## src/rtl/spi_dma_pkg.sv

```systemverilog
package spi_dma_pkg;
  // Order of fields sets the bit order in the read word (7..4) and request vector (3..0).
  typedef struct packed {
    logic tx_half;
    logic tx_empty;
    logic rx_full;
    logic rx_half;
  } dma_flags_t;

  localparam int REG_W    = 32;
  localparam int EN_LSB   = 12;
  localparam int FLAG_LSB = 4;
  localparam int N_REQ    = 4;
endpackage

```

## src/rtl/spi_dma_rst_sync.sv

```systemverilog
module spi_dma_rst_sync #(
  parameter int STAGES = 2
) (
  input  logic clk,
  input  logic rst_n,
  output logic rst_sync_n
);
  logic [STAGES-1:0] sync_q;
  logic [STAGES-1:0] sync_d;

  always_comb begin
    sync_d = {sync_q[STAGES-2:0], 1'b1};
  end

  always_ff @(posedge clk or negedge rst_n) begin
    if (!rst_n) sync_q <= '0;
    else        sync_q <= sync_d;
  end

  assign rst_sync_n = sync_q[STAGES-1];
endmodule

```

## src/rtl/spi_dma_flags.sv

```systemverilog
module spi_dma_flags
  import spi_dma_pkg::*;
#(
  parameter int DEPTH     = 8,
  parameter int HALF_MARK = DEPTH / 2,
  parameter int CNT_W     = $clog2(DEPTH + 1)
) (
  input  logic [CNT_W-1:0] tx_count,
  input  logic [CNT_W-1:0] rx_count,
  output dma_flags_t       flags
);
  // At least HALF_MARK free slots <=> count <= DEPTH - HALF_MARK (no subtraction underflow).
  localparam logic [CNT_W-1:0] TX_ROOM_MAX = CNT_W'(DEPTH - HALF_MARK);
  localparam logic [CNT_W-1:0] FULL_CNT    = CNT_W'(DEPTH);
  localparam logic [CNT_W-1:0] HALF_CNT    = CNT_W'(HALF_MARK);

  always_comb begin
    flags.tx_half  = (tx_count <= TX_ROOM_MAX);
    flags.tx_empty = (tx_count == '0);
    flags.rx_full  = (rx_count == FULL_CNT);
    flags.rx_half  = (rx_count >= HALF_CNT);
  end
endmodule

```

## src/rtl/spi_dma_enreg.sv

```systemverilog
module spi_dma_enreg
  import spi_dma_pkg::*;
(
  input  logic             clk,
  input  logic             rst_n,
  input  logic             wr_en,
  input  logic [N_REQ-1:0] wr_val,
  output logic [N_REQ-1:0] en_q
);
  logic [N_REQ-1:0] en_d;

  always_comb begin
    en_d = en_q;
    if (wr_en) en_d = wr_val;
  end

  always_ff @(posedge clk or negedge rst_n) begin
    if (!rst_n) en_q <= '0;
    else        en_q <= en_d;
  end
endmodule

```

## src/rtl/spi_dma_reqgen.sv

```systemverilog
module spi_dma_reqgen
  import spi_dma_pkg::*;
(
  input  logic             clk,
  input  logic             rst_n,
  input  dma_flags_t       flags,
  input  logic [N_REQ-1:0] en,
  output logic [N_REQ-1:0] req_q
);
  logic [N_REQ-1:0] flag_vec;
  assign flag_vec = flags;

  for (genvar g = 0; g < N_REQ; g++) begin : g_lane
    logic lane_d;
    always_comb begin
      lane_d = flag_vec[g] & en[g];
    end
    always_ff @(posedge clk or negedge rst_n) begin
      if (!rst_n) req_q[g] <= 1'b0;
      else        req_q[g] <= lane_d;
    end
  end
endmodule

```

## src/rtl/spi_dma_ctrl.sv

```systemverilog
module spi_dma_ctrl
  import spi_dma_pkg::*;
#(
  parameter int DEPTH     = 8,
  parameter int HALF_MARK = DEPTH / 2,
  parameter int CNT_W     = $clog2(DEPTH + 1)
) (
  input  logic             clk,
  input  logic             rst_n,
  input  logic [CNT_W-1:0] tx_count,
  input  logic [CNT_W-1:0] rx_count,
  input  logic             reg_wr,
  input  logic [REG_W-1:0] reg_wdata,
  output logic [REG_W-1:0] reg_rdata,
  output logic             dma_req_tx_half,
  output logic             dma_req_tx_empty,
  output logic             dma_req_rx_full,
  output logic             dma_req_rx_half
);
  logic             rst_int_n;
  dma_flags_t       flags;
  logic [N_REQ-1:0] en_q;
  logic [N_REQ-1:0] req_q;

  spi_dma_rst_sync #(.STAGES(2)) u_rst (
    .clk(clk), .rst_n(rst_n), .rst_sync_n(rst_int_n)
  );

  spi_dma_flags #(.DEPTH(DEPTH), .HALF_MARK(HALF_MARK), .CNT_W(CNT_W)) u_flags (
    .tx_count(tx_count), .rx_count(rx_count), .flags(flags)
  );

  spi_dma_enreg u_en (
    .clk(clk), .rst_n(rst_int_n), .wr_en(reg_wr),
    .wr_val(reg_wdata[EN_LSB +: N_REQ]), .en_q(en_q)
  );

  spi_dma_reqgen u_req (
    .clk(clk), .rst_n(rst_int_n), .flags(flags), .en(en_q), .req_q(req_q)
  );

  always_comb begin
    reg_rdata = '0;
    reg_rdata[EN_LSB +: N_REQ]   = en_q;
    reg_rdata[FLAG_LSB +: N_REQ] = flags;
  end

  assign {dma_req_tx_half, dma_req_tx_empty, dma_req_rx_full, dma_req_rx_half} = req_q;
endmodule

```

## config.mk

```make
export PLATFORM = sky130hd
export DESIGN_NAME = spi_dma_ctrl
export DESIGN_NICKNAME = d
export VERILOG_FILES = /design/src/rtl/spi_dma_pkg.sv /design/src/rtl/spi_dma_rst_sync.sv /design/src/rtl/spi_dma_flags.sv /design/src/rtl/spi_dma_enreg.sv /design/src/rtl/spi_dma_reqgen.sv /design/src/rtl/spi_dma_ctrl.sv
export SDC_FILE = /design/constraint.sdc
export NUM_CORES = 1
export LEC_CHECK = 0
export ABC_AREA = 1
export CAP_MARGIN = 40
export CORE_MARGIN = 3
export CORE_UTILIZATION = 22
export CTS_CLUSTER_DIAMETER = 80
export DETAILED_ROUTE_END_ITERATION = 8
export PLACE_DENSITY = 0.76
export SLEW_MARGIN = 30
export SYNTH_ARGS = -nofsm -noshare
export SYNTH_HDL_FRONTEND = slang
export SYNTH_SLANG_ARGS = --single-unit
export TNS_END_PERCENT = 20
```

## constraint.sdc

```tcl
create_clock -name clk -period 0.8 [get_ports clk]
set_input_delay 0.16 -clock clk [delete_from_list [all_inputs] [get_ports clk]]
set_output_delay 0.16 -clock clk [all_outputs]
set_load 0.02 [all_outputs]
```

==> reports/summary.txt, run 1 <==
status: finished, violations left
violated checks: negative setup slack
total number of vias: 476
most common cell after layout, fill and taps aside: conb_1
H-tree depth: 1
Routed WL: 1250 um
Die H: 57.3 um
final setup vio count: 9
clock root buffer: clkbuf_4
slowest cell on the critical path: dfrtp_1
r2r worst-path depth: 3
Critical Path RT: 0.64 ns
row count: 17
Critical Path Start: u_en.en_q[0]
Seq/Total Area, Yosys: 43.2%
Netlist Area Pre-Place: 579 um^2
Syn Area/Cell: 8.52 um^2
FMAX: 1060 MHz
DIE AREA: 3290 um^2
Hold Slack: 0.0653 ns
critical path's top delay family: flip-flops
final std cells w/o fill: 135
Post-Syn Instances: 68
global route overflow: 0
Starting Density: 24.5%
post-synth top area share: 43.2%
pwr/cell area: 1470 nW/um^2
core area: 2360 um^2
Clock Skews: 0.000500 ns
metal1 wirelength: 394 um
Leak Pwr: 0.494 nW
Clk pwr share: 24.6%
combinational fraction of design power: 30.5%
Wirelength per Cell: 9.26 um
Tcrit/Tclk final: 118%
drt first pass iters: 2
uppermost layer routed: met4
share of post-route cells with drive strength above 1: 45.8%
Detailed Place HPWL: 1000 um
final hold vios: 0
Slew Viols, Final: 0
die width: 57.3 um
post-DR vias/cell: 3.53
dpl cells: 127
# hold bufs at CTS: 0
final setup TNS: -1.05 ns
CP endpoint: reg_rdata[12]
CP Class: reg -> out
antenna violation net count after detailed routing: 0
CTS tree: done
Synth Register Bits: 10
Setup crit end kind: output pin
P&R area growth vs syn: 46.7%
number of remaining DRC errors: 0
Period minus WS final: 0.946 ns
length of routed met2 wiring: 582 um
Hold Crit Class: in -> async
CP arrival: 0.79 ns
largest net degree at the start of global routing: 9
clk sinks: 10
first-pass GRT wire length: 1880 um
RR Endpoint: u_en.en_q[2]
DR iter-0 viols: 22
Routability Congestion: 0.756
Num CTS Buffers: 3
clk buf depth: 2
crit start category: flop
clk slew on worst S/H paths: 0.05 ns
Distinct cells, synth: 12
dpl ws: -0.801 ns
Yosys top cell by area: dfrtp_1
initial antenna violation count: 0
P_int: 0.000852 W
WP depth: 1
Ports: 79
NumNets Final: 152
GRT Util Overall: 7.74%
# port buffers: 26
routed length on met3: 259 um
Peak VDD IR: 0.000664 V
CP Buf/Inv Count: 1
sequential share of power: 44.9%
Max Cap Viol: 0
CP cell instances: buf_6
Antenna Cells: 0
FF-to-FF setup slack: 0.03 ns
synth warn: 0
Switch Pwr: 0.000397 W
Reg2Reg Launch Point: u_en.en_q[2]
vias in the first global route: 432
later-pin clock latency in the skew report: 0.25 ns
final worst setup slack: -0.146 ns
RSZ-0062 raised after global routing: true
Area contributors post-synth: dfrtp_1 43%, buf_4 31%, inv_1 7.1%
Sw Ratio: 31.8%
most frequent cells in the layout: 25 x conb_1, 13 x buf_4, 12 x buf_2, 10 x dfrtp_1, 6 x inv_1
Max FO, Critical Path: 2
crit-path max cell delay: 0.39 ns
## stage by stage
step	area (um^2)	total power [W]	utilization, %
2_1_floorplan	666	0.000848	-
3_3_place_gp	826	0.000932	35.0
3_5_place_dp	826	0.000939	35.0
4_1_cts	838	0.00126	35.5
5_1_grt	850	0.00133	36.0
6_report	850	0.00125	36.0
## power by group through the flow
stage / clock (W) / combinational, W / sequential, W
2_1_floorplan: 0 / 0.000248 / 0.000600
3_3_place_gp: 0 / 0.000366 / 0.000566
3_5_place_dp: 0 / 0.000372 / 0.000568
4_1_cts: 0.000335 / 0.000369 / 0.000559
5_1_grt: 0.000360 / 0.000408 / 0.000564
6_report: 0.000308 / 0.000381 / 0.000560
## worst min-delay path by stage
stage / to / cells past startpoint / startpoint / slack (ns)
after floorplan: u_rst.sync_q[0] / 0 / rst_n / -0.14
final: u_rst.sync_q[0] / 1 / rst_n / 0.07
after global placement: u_req.req_q[0] / 0 / u_rst.sync_q[1] / 0.12
after global routing: u_rst.sync_q[1] / 1 / rst_n / 0.05
after CTS: u_rst.sync_q[1] / 1 / rst_n / 0.05
after detailed placement: u_req.req_q[0] / 0 / u_rst.sync_q[1] / 0.12
## what timing repair did
| action | CTS | global route |
|---|---|---|
| resized for setup | 96 | 7 |
| pin swaps | 8 | 3 |
| setup endpoints to repair | 14 | 15 |
| buffers inserted | 5 | 0 |
| endpoints found under the hold margin | 0 | 0 |
## logic make-up (layout without fill, tap and decap cells)
| group | Yosys count | after routing | share of synthesized area, % |
|---|---|---|---|
| flops | 10 | 10 | 43.2 |
| compound gates | 6 | 6 | 5.83 |
| simple gates | 15 | 15 | 11.4 |
| other cells | 2 | 25 | 1.30 |
| buf+inv | 35 | 51 | 38.2 |
## area by class of cell
type | instances | area [um^2]
fill | 246 | 1510
timing repair buffer | 37 | 282
sequential | 10 | 250
multi-input combinational | 46 | 219
inverter | 11 | 41.3
tap | 28 | 35.0
clock buffer | 3 | 22.5
## sequential cells by signal, summed over array words and instances, names as in the netlist
signal / flops
u_en.en_q: 4
u_req.req_q: 4
u_rst.sync_q: 2
## metal layers
metal	global-route usage, %	vias to the layer above
met1	6.61	197
met4	3.97	0
met3	4.75	2
li1	-	230
met2	13.9	47
met5	0	-
## synthesized netlist by cell type
master   number
buf_4        24
inv_1        11
dfrtp_1      10
nand2_1       8
nor2_1        4
o21ai_0       4
conb_1        2
a21oi_1       1
a21oi_2       1
nand2_2       1
nand3_1       1
nor3_2        1
Power figures use the tool's default switching activity.
==> run 2, diff against run 1 <==
- ABC_AREA: 1 -> 0
- CAP_MARGIN: 40 -> 20
- CORE_UTILIZATION: 22 -> 21
- CTS_CLUSTER_SIZE: default -> 14
- PLACE_DENSITY: 0.76 -> 0.75
==> run 2 against run 1 <==
Effect of this change:
- the flow still finishes with violations (negative setup slack)
- area after synthesis is 2.8% lower
- largest cell class unchanged
- critical endpoint unchanged
- hold slack worse by 0.0042 ns
- count of clock-buffer cells in the layout is 1 higher
- design area is 2.4% higher
- fmax is 2.4% lower
- register-to-register slack worse by 0.15 ns
- sequential power is 2% higher
==> reports/summary.txt, run 2 <==
Max FO, Critical Path: 2 (unchanged)
P&R area growth vs syn: 54.4% (was 46.7%)
Netlist Area Pre-Place: 563 um^2 (was 579 um^2)
FMAX: 1030 MHz (was 1060 MHz)
Routed WL: 1170 um (was 1250 um)
H-tree depth: 1 (unchanged)
clk slew on worst S/H paths: 0.06 ns (was 0.05 ns)
violated checks: negative setup slack (unchanged)
status: finished, violations left (unchanged)
share of post-route cells with drive strength above 1: 50.6% (was 45.8%)
Critical Path RT: 0.64 ns (about the same)
async set-or-reset flop fraction in the synthesized netlist: 100% (unchanged)
CP Class: reg -> out (unchanged)
crit start category: flop (unchanged)
Max Cap Viol: 0 (unchanged)
CP arrival: 0.81 ns (was 0.79 ns)
largest registers: u_en.en_q: 4 flops, u_req.req_q: 4 flops, u_rst.sync_q: 2 flops (unchanged)
Slew Viols, Final: 0 (unchanged)
clock root buffer: clkbuf_4 (unchanged)
vias in the first global route: 413 (was 432)
crit-path max cell delay: 0.42 ns (was 0.39 ns)
Synth Register Bits: 10 (unchanged)
RSZ-0062 raised after global routing: true (unchanged)
antenna violation net count after detailed routing: 0 (unchanged)
Hold Crit Class: in -> async (unchanged)
later-pin clock latency in the skew report: 0.26 ns (was 0.25 ns)
Fill cells: 274 (was 246)
# hold bufs at CTS: 0 (unchanged)
Ports: 79 (unchanged)
critical path's top delay family: flip-flops (unchanged)
GRT Util Overall: 7.40% (was 7.74%)
row count: 18 (was 17)
CP Buf/Inv Count: 1 (unchanged)
clk buf depth: 2 (unchanged)
Wirelength per Cell: 10.2 um (was 9.26 um)
global route overflow: 0 (unchanged)
most common cell after layout, fill and taps aside: conb_1 (unchanged)
CTS tree: done (unchanged)
Antenna Cells: 0 (unchanged)
total number of vias: 397 (was 476)
Seq/Total Area, Yosys: 44.4% (was 43.2%)
Detailed Place HPWL: 983 um (was 1000 um)
post-synth top area share: 44.4% (was 43.2%)
Die H: 57.8 um (was 57.3 um)
DR iter-0 viols: 1 (was 22)
Syn Area/Cell: 11.5 um^2 (was 8.52 um^2)
Setup crit end kind: output pin (unchanged)
commonest cells in the netlist: 24 x buf_4, 10 x dfrtp_1, 4 x mux2_2 (was 24 x buf_4, 11 x inv_1, 10 x dfrtp_1)
Yosys top cell by area: dfrtp_1 (unchanged)
Peak VDD IR: 0.00108 V (was 0.000664 V)
ys flop type: dfrtp_1 (unchanged)
first-pass GRT wire length: 1810 um (was 1880 um)
Hold Slack: 0.0611 ns (was 0.0653 ns)
Starting Density: 22.3% (was 24.5%)
core area: 2520 um^2 (was 2360 um^2)
final setup vio count: 14 (was 9)
number of remaining DRC errors: 0 (unchanged)
final hold vios: 0 (unchanged)
dpl cells: 106 (was 127)
Routability Congestion: 0.631 (was 0.756)
NumNets Final: 129 (was 152)
Post-Syn Instances: 49 (was 68)
most numerous cell in the Yosys netlist: buf_4 (unchanged)
CP cell instances: buf_6 (unchanged)
Num CTS Buffers: 3 (unchanged)
most frequent cells in the layout: 25 x conb_1, 13 x buf_6, 8 x buf_4, 6 x dfrtp_1 (was 25 x conb_1, 13 x buf_4, 12 x buf_2, 10 x dfrtp_1, 6 x inv_1)
Distinct cells, synth: 11 (was 12)
final worst setup slack: -0.169 ns (was -0.146 ns)
# port buffers: 26 (unchanged)
Area contributors post-synth: dfrtp_1 44%, buf_4 32%, mux2_2 8.0% (was dfrtp_1 43%, buf_4 31%, inv_1 7.1%)
clk sinks: 10 (unchanged)
synth warn: 0 (unchanged)
DIE AREA: 3340 um^2 (was 3290 um^2)
pwr/cell area: 1630 nW/um^2 (was 1470 nW/um^2)
Tcrit/Tclk final: 121% (was 118%)
drt first pass iters: 2 (unchanged)
final std cells w/o fill: 115 (was 135)
Leak Pwr: 0.442 nW (was 0.494 nW)
Period minus WS final: 0.969 ns (was 0.946 ns)
largest net degree at the start of global routing: 9 (unchanged)
utilization after layout: 34.5% (was 36.0%)
post-DR vias/cell: 3.45 (was 3.53)
initial antenna violation count: 0 (unchanged)
EDFF count, synth: 0 (unchanged)
die width: 57.8 um (was 57.3 um)
slowest cell on the critical path: dfrtp_2 (was dfrtp_1)
Clock Skews: 0.00113 ns (was 0.000500 ns)
-- run 2: changes by cell type in the layout (fill, tap and decap cells not counted), sizes merged, moves of 2 or more --
| cell | before | now |
|---|---|---|
| a21oi | 2 | 0 |
| and2 | 0 | 3 |
| buf | 30 | 27 |
| inv | 11 | 0 |
| mux2 | 0 | 4 |
| nand2 | 9 | 0 |
| nor2 | 4 | 1 |
| o21ai | 4 | 0 |
-- run 2: worst paths after layout --
path | startpoint | to | slack [ns] | cells past startpoint
worst min register to register | u_rst.sync_q[1] | u_req.req_q[0] | 0.13 | 0
worst min-delay path | rst_n | u_rst.sync_q[1] | 0.06 | 1
worst max register to register | u_en.en_q[2] | u_en.en_q[2] | -0.12 | 2
max in group asynchronous | u_rst.sync_q[1] | u_en.en_q[3] | 0.41 | 0
worst max-delay path | u_en.en_q[0] | reg_rdata[12] | -0.17 | 1
min in group clk | tx_count[3] | u_req.req_q[3] | 0.16 | 3
-- run 2: timing repair --
item	4_1_cts	5_1_grt
hold endpoints to repair	0	0
pin swaps	5	2
setup endpoints to repair	20	17
gates resized for setup	106	3
setup buffers	5	0
-- run 2: per-stage QoR --
stage	total power [W]	setup slack [ns]	instance area [um^2]	TNS, ns
floorplan	0.000857	-0.0180	663	-0.0837
finish	0.00142	-0.169	870	-1.65
detailed placement	0.000952	-0.969	796	-9.05
global route	0.00152	-0.217	870	-2.25
global placement	0.000947	-0.907	796	-8.80
CTS	0.00145	-0.185	860	-1.86
-- run 2: report_power, final --
| part | total [W] | switching [W] | internal [W] |
|---|---|---|---|
| registers | 0.000573 | 0.0000279 | 0.000545 |
| clock network | 0.000437 | 0.000161 | 0.000276 |
| logic | 0.000411 | 0.000219 | 0.000192 |
-- run 2: cell type report --
| class | instances | area [um^2] | share of cell area, % |
|---|---|---|---|
| well taps | 30 | 37.5 | 4.32 |
| multi-input cells | 38 | 235 | 27.1 |
| flip-flops and latches | 10 | 255 | 29.4 |
| clock buffers | 4 | 36.3 | 4.17 |
| repair buffers | 33 | 305 | 35.1 |
-- run 2: cell families (layout without fill, tap and decap cells) --
| group | count (synthesis) | in the layout | synth area share, % |
|---|---|---|---|
| other | 2 | 25 | 1.33 |
| AO/OA/AOI/OAI | 1 | 1 | 1.33 |
| buffers and inverters | 24 | 37 | 32.0 |
| flip-flops | 10 | 10 | 44.4 |
| multiplexers | 4 | 4 | 8.00 |
| AND/OR/NAND/NOR | 8 | 8 | 12.9 |
-- run 2: layer usage --
metal	track usage, %	share of wire [%]
met1	5.23	26
met2	14.8	63
met5	0	0
met4	2.98	1.4
met3	4.68	10
==> run 3, diff against run 2 <==
- ABC_AREA: 0 -> default
- SYNTH_HIERARCHICAL: default -> 1
==> run 3 against run 2 <==
Effect of this change:
- the run still ends with negative setup slack left
- fmax rose by 2.0%
- clock skew down 0.00084 ns
- non-clock buffer count fell by 4
- design area down 6.6%
- synthesized cell count unchanged
- critical path type unchanged
==> reports/summary.txt, run 3 <==
status: finished, violations left (unchanged)
violated checks: negative setup slack (unchanged)
GRT Util Overall: 6.80% (was 7.40%)
r2r worst-path depth: 2 (unchanged)
drt first pass iters: 2 (unchanged)
DIE AREA: 3290 um^2 (was 3340 um^2)
Starting Density: 23.4% (was 22.3%)
slowest cell on the critical path: dfrtp_1 (was dfrtp_2)
Hold Crit Class: in -> async (unchanged)
Seq/Total Area, Yosys: 45.2% (was 44.4%)
Tcrit/Tclk final: 119% (was 121%)
Reg2Reg Launch Point: u_en/en_q[2] (was u_en.en_q[2])
WP depth: 1 (unchanged)
Num CTS Buffers: 3 (unchanged)
final worst setup slack: -0.151 ns (was -0.169 ns)
Period minus WS final: 0.951 ns (was 0.969 ns)
clock root buffer: clkbuf_4 (unchanged)
global route overflow: 0 (unchanged)
commonest cells in the netlist: 24 x buf_4, 10 x dfrtp_1, 4 x and2_1, 4 x mux2_2, 2 x conb_1 (was 24 x buf_4, 10 x dfrtp_1, 4 x mux2_2)
Max FO, Critical Path: 3 (was 2)
async set-or-reset flop fraction in the synthesized netlist: 100% (unchanged)
post-DR vias/cell: 3.43 (was 3.45)
FMAX: 1050 MHz (was 1030 MHz)
DR iter-0 viols: 2 (was 1)
Post-Syn Instances: 49 (unchanged)
clk buf depth: 2 (unchanged)
Finished Cell Area: 812 um^2 (was 870 um^2)
Die H: 57.3 um (was 57.8 um)
total number of vias: 370 (was 397)
H-tree depth: 1 (unchanged)
Synth Register Bits: 10 (unchanged)
most frequent cells in the layout: 25 x conb_1, 11 x buf_6, 10 x dfrtp_1 (was 25 x conb_1, 13 x buf_6, 8 x buf_4, 6 x dfrtp_1)
final setup vio count: 14 (unchanged)
later-pin clock latency in the skew report: 0.25 ns (was 0.26 ns)
post-synthesis mux area share: 8.14% (was 8.00%)
row count: 17 (was 18)
dpl cells: 104 (was 106)
dpl cell area: 790 um^2 (was 796 um^2)
crit-path max cell delay: 0.40 ns (was 0.42 ns)
most numerous cell in the Yosys netlist: buf_4 (unchanged)
Peak VDD IR: 0.000935 V (was 0.00108 V)
Hold Slack: 0.0625 ns (was 0.0611 ns)
pwr/cell area: 1560 nW/um^2 (was 1630 nW/um^2)
Fill cells: 242 (was 274)
largest net degree at the start of global routing: 9 (unchanged)
most common cell after layout, fill and taps aside: conb_1 (unchanged)
main combinational cell family by area after synthesis: buffers and inverters (unchanged)
# port buffers: 26 (unchanged)
Clock Skews: 0.000295 ns (was 0.00113 ns)
Area contributors post-synth: dfrtp_1 45%, buf_4 33%, mux2_2 8.1% (was dfrtp_1 44%, buf_4 32%, mux2_2 8.0%)
Yosys top cell by area: dfrtp_1 (unchanged)
Adder-Cell Fraction of Synth Area: 0% (unchanged)
critical path's top delay family: flip-flops (unchanged)
Critical Path Start: u_en/en_q[1] (was u_en.en_q[0])
clk sinks: 10 (unchanged)
P&R area growth vs syn: 46.8% (was 54.4%)
Routability Congestion: 0.739 (was 0.631)
CP cell instances: buf_6 (unchanged)
Leak Pwr: 0.416 nW (was 0.442 nW)
Routed WL: 1080 um (was 1170 um)
number of remaining DRC errors: 0 (unchanged)
Netlist Area Pre-Place: 553 um^2 (was 563 um^2)
EDFF count, synth: 0 (unchanged)
vias in the first global route: 346 (was 413)
Compound-Gate Fraction of Synth Area: 1.36% (was 1.33%)
final std cells w/o fill: 108 (was 115)
RSZ-0062 raised after global routing: true (unchanged)
die width: 57.3 um (was 57.8 um)
core area: 2360 um^2 (was 2520 um^2)
Critical Path RT: 0.64 ns (about the same)
antenna violation net count after detailed routing: 0 (unchanged)
xor-xnor portion of the synthesized cell area: 0% (unchanged)
area taken by multi-input logic gates: 229 um^2 (was 235 um^2)
clk slew on worst S/H paths: 0.06 ns (about the same)
share of post-route cells with drive strength above 1: 41.3% (was 50.6%)
NumNets Final: 125 (was 129)
CP arrival: 0.79 ns (was 0.81 ns)
Slew Viols, Final: 0 (unchanged)
Simple-Gate Fraction of Synth Area: 11.3% (was 12.9%)
largest registers: u_en/en_q: 4 flops, u_req/req_q: 4 flops, u_rst/sync_q: 2 flops (was u_en.en_q: 4 flops, u_req.req_q: 4 flops, u_rst.sync_q: 2 flops)
post-synth top area share: 45.2% (was 44.4%)
Syn Area/Cell: 11.3 um^2 (was 11.5 um^2)
first-pass GRT wire length: 1600 um (was 1810 um)
ys flop type: dfrtp_1 (unchanged)
final hold vios: 0 (unchanged)
Seq. cell area: 250 um^2 (was 255 um^2)
Detailed Place HPWL: 963 um (was 983 um)
synth warn: 6 (was 0)
Distinct cells, synth: 10 (was 11)
Max Cap Viol: 0 (unchanged)
CP Buf/Inv Count: 1 (unchanged)
Ports: 79 (unchanged)
Antenna Cells: 0 (unchanged)
Setup crit end kind: output pin (unchanged)
Wirelength per Cell: 9.96 um (was 10.2 um)
CP Class: reg -> out (unchanged)
crit start category: flop (unchanged)
initial antenna violation count: 0 (unchanged)
CTS tree: done (unchanged)
run 3: cell types whose count changed after synthesis, sizes merged:
| cell | previous run | this run |
|---|---|---|
| nor3b | 1 | 0 |
| and2 | 3 | 4 |
run 3: path summary, 6_finish.rpt:
kind / to / slack, ns
setup / recovery: reg_rdata[13] / -0.15
hold reg to reg: u_en/en_q[0] / 0.13
hold / removal: u_rst/sync_q[0] / 0.06
min in group clk: u_req/req_q[1] / 0.19
max in group asynchronous: u_en/en_q[2] / 0.44
setup reg to reg: u_en/en_q[2] / -0.09
run 3: through the flow:
stage	total power (W)	setup slack, ns	setup TNS, ns	util [%]
2_1_floorplan	0.000853	-0.0344	-0.150	-
3_3_place_gp	0.000948	-0.907	-8.76	33.4
3_5_place_dp	0.000955	-0.940	-8.95	33.4
4_1_cts	0.00130	-0.171	-1.70	34.0
5_1_grt	0.00136	-0.201	-2.00	34.4
6_report	0.00127	-0.151	-1.45	34.4
run 3: area by class of cell:
type,instances,area share (%)
Timing Repair Buffer,29,33.9
Sequential cell,10,30.8
Multi-Input combinational cell,38,28.2
Tap cell,28,4.31
Clock buffer,3,2.77
run 3: logic make-up after synthesis:
group,after synthesis
and+or+nand+nor,8
muxes,4
DFF,10
AOI/OAI and AO/OA,1
buffers and inverters,24
other,2
run 3: repair_timing:
action | 4_1_cts | 5_1_grt
endpoints found under the setup margin | 20 | 16
resized for setup | 105 | 3
hold buffers | 0 | 0
endpoints found under the hold margin | 0 | 0
buffers inserted | 1 | 0
pin swaps | 5 | 3
run 3: worst reg2reg max path, stage by stage (launching register included):
cell and delay [ns]:
dfrtp_1 0.39, buf_4 0.14, mux2_2 0.25
run 3: report_power, final:
part	total, W	switching, W	leakage [nW]	internal [W]
logic	0.000384	0.000214	0.278	0.000170
clock network	0.000321	0.000148	0.0138	0.000172
registers	0.000566	0.0000247	0.123	0.000541
run 3: layer usage:
| layer | vias up | GRT usage (%) | wire, um |
|---|---|---|---|
| met3 | 0 | 5.43 | 169 |
| met4 | 0 | 1.99 | 0 |
| met2 | 35 | 11.3 | 561 |
| li1 | 170 | - | - |
| met1 | 165 | 6.46 | 344 |
| met5 | - | 0 | 0 |
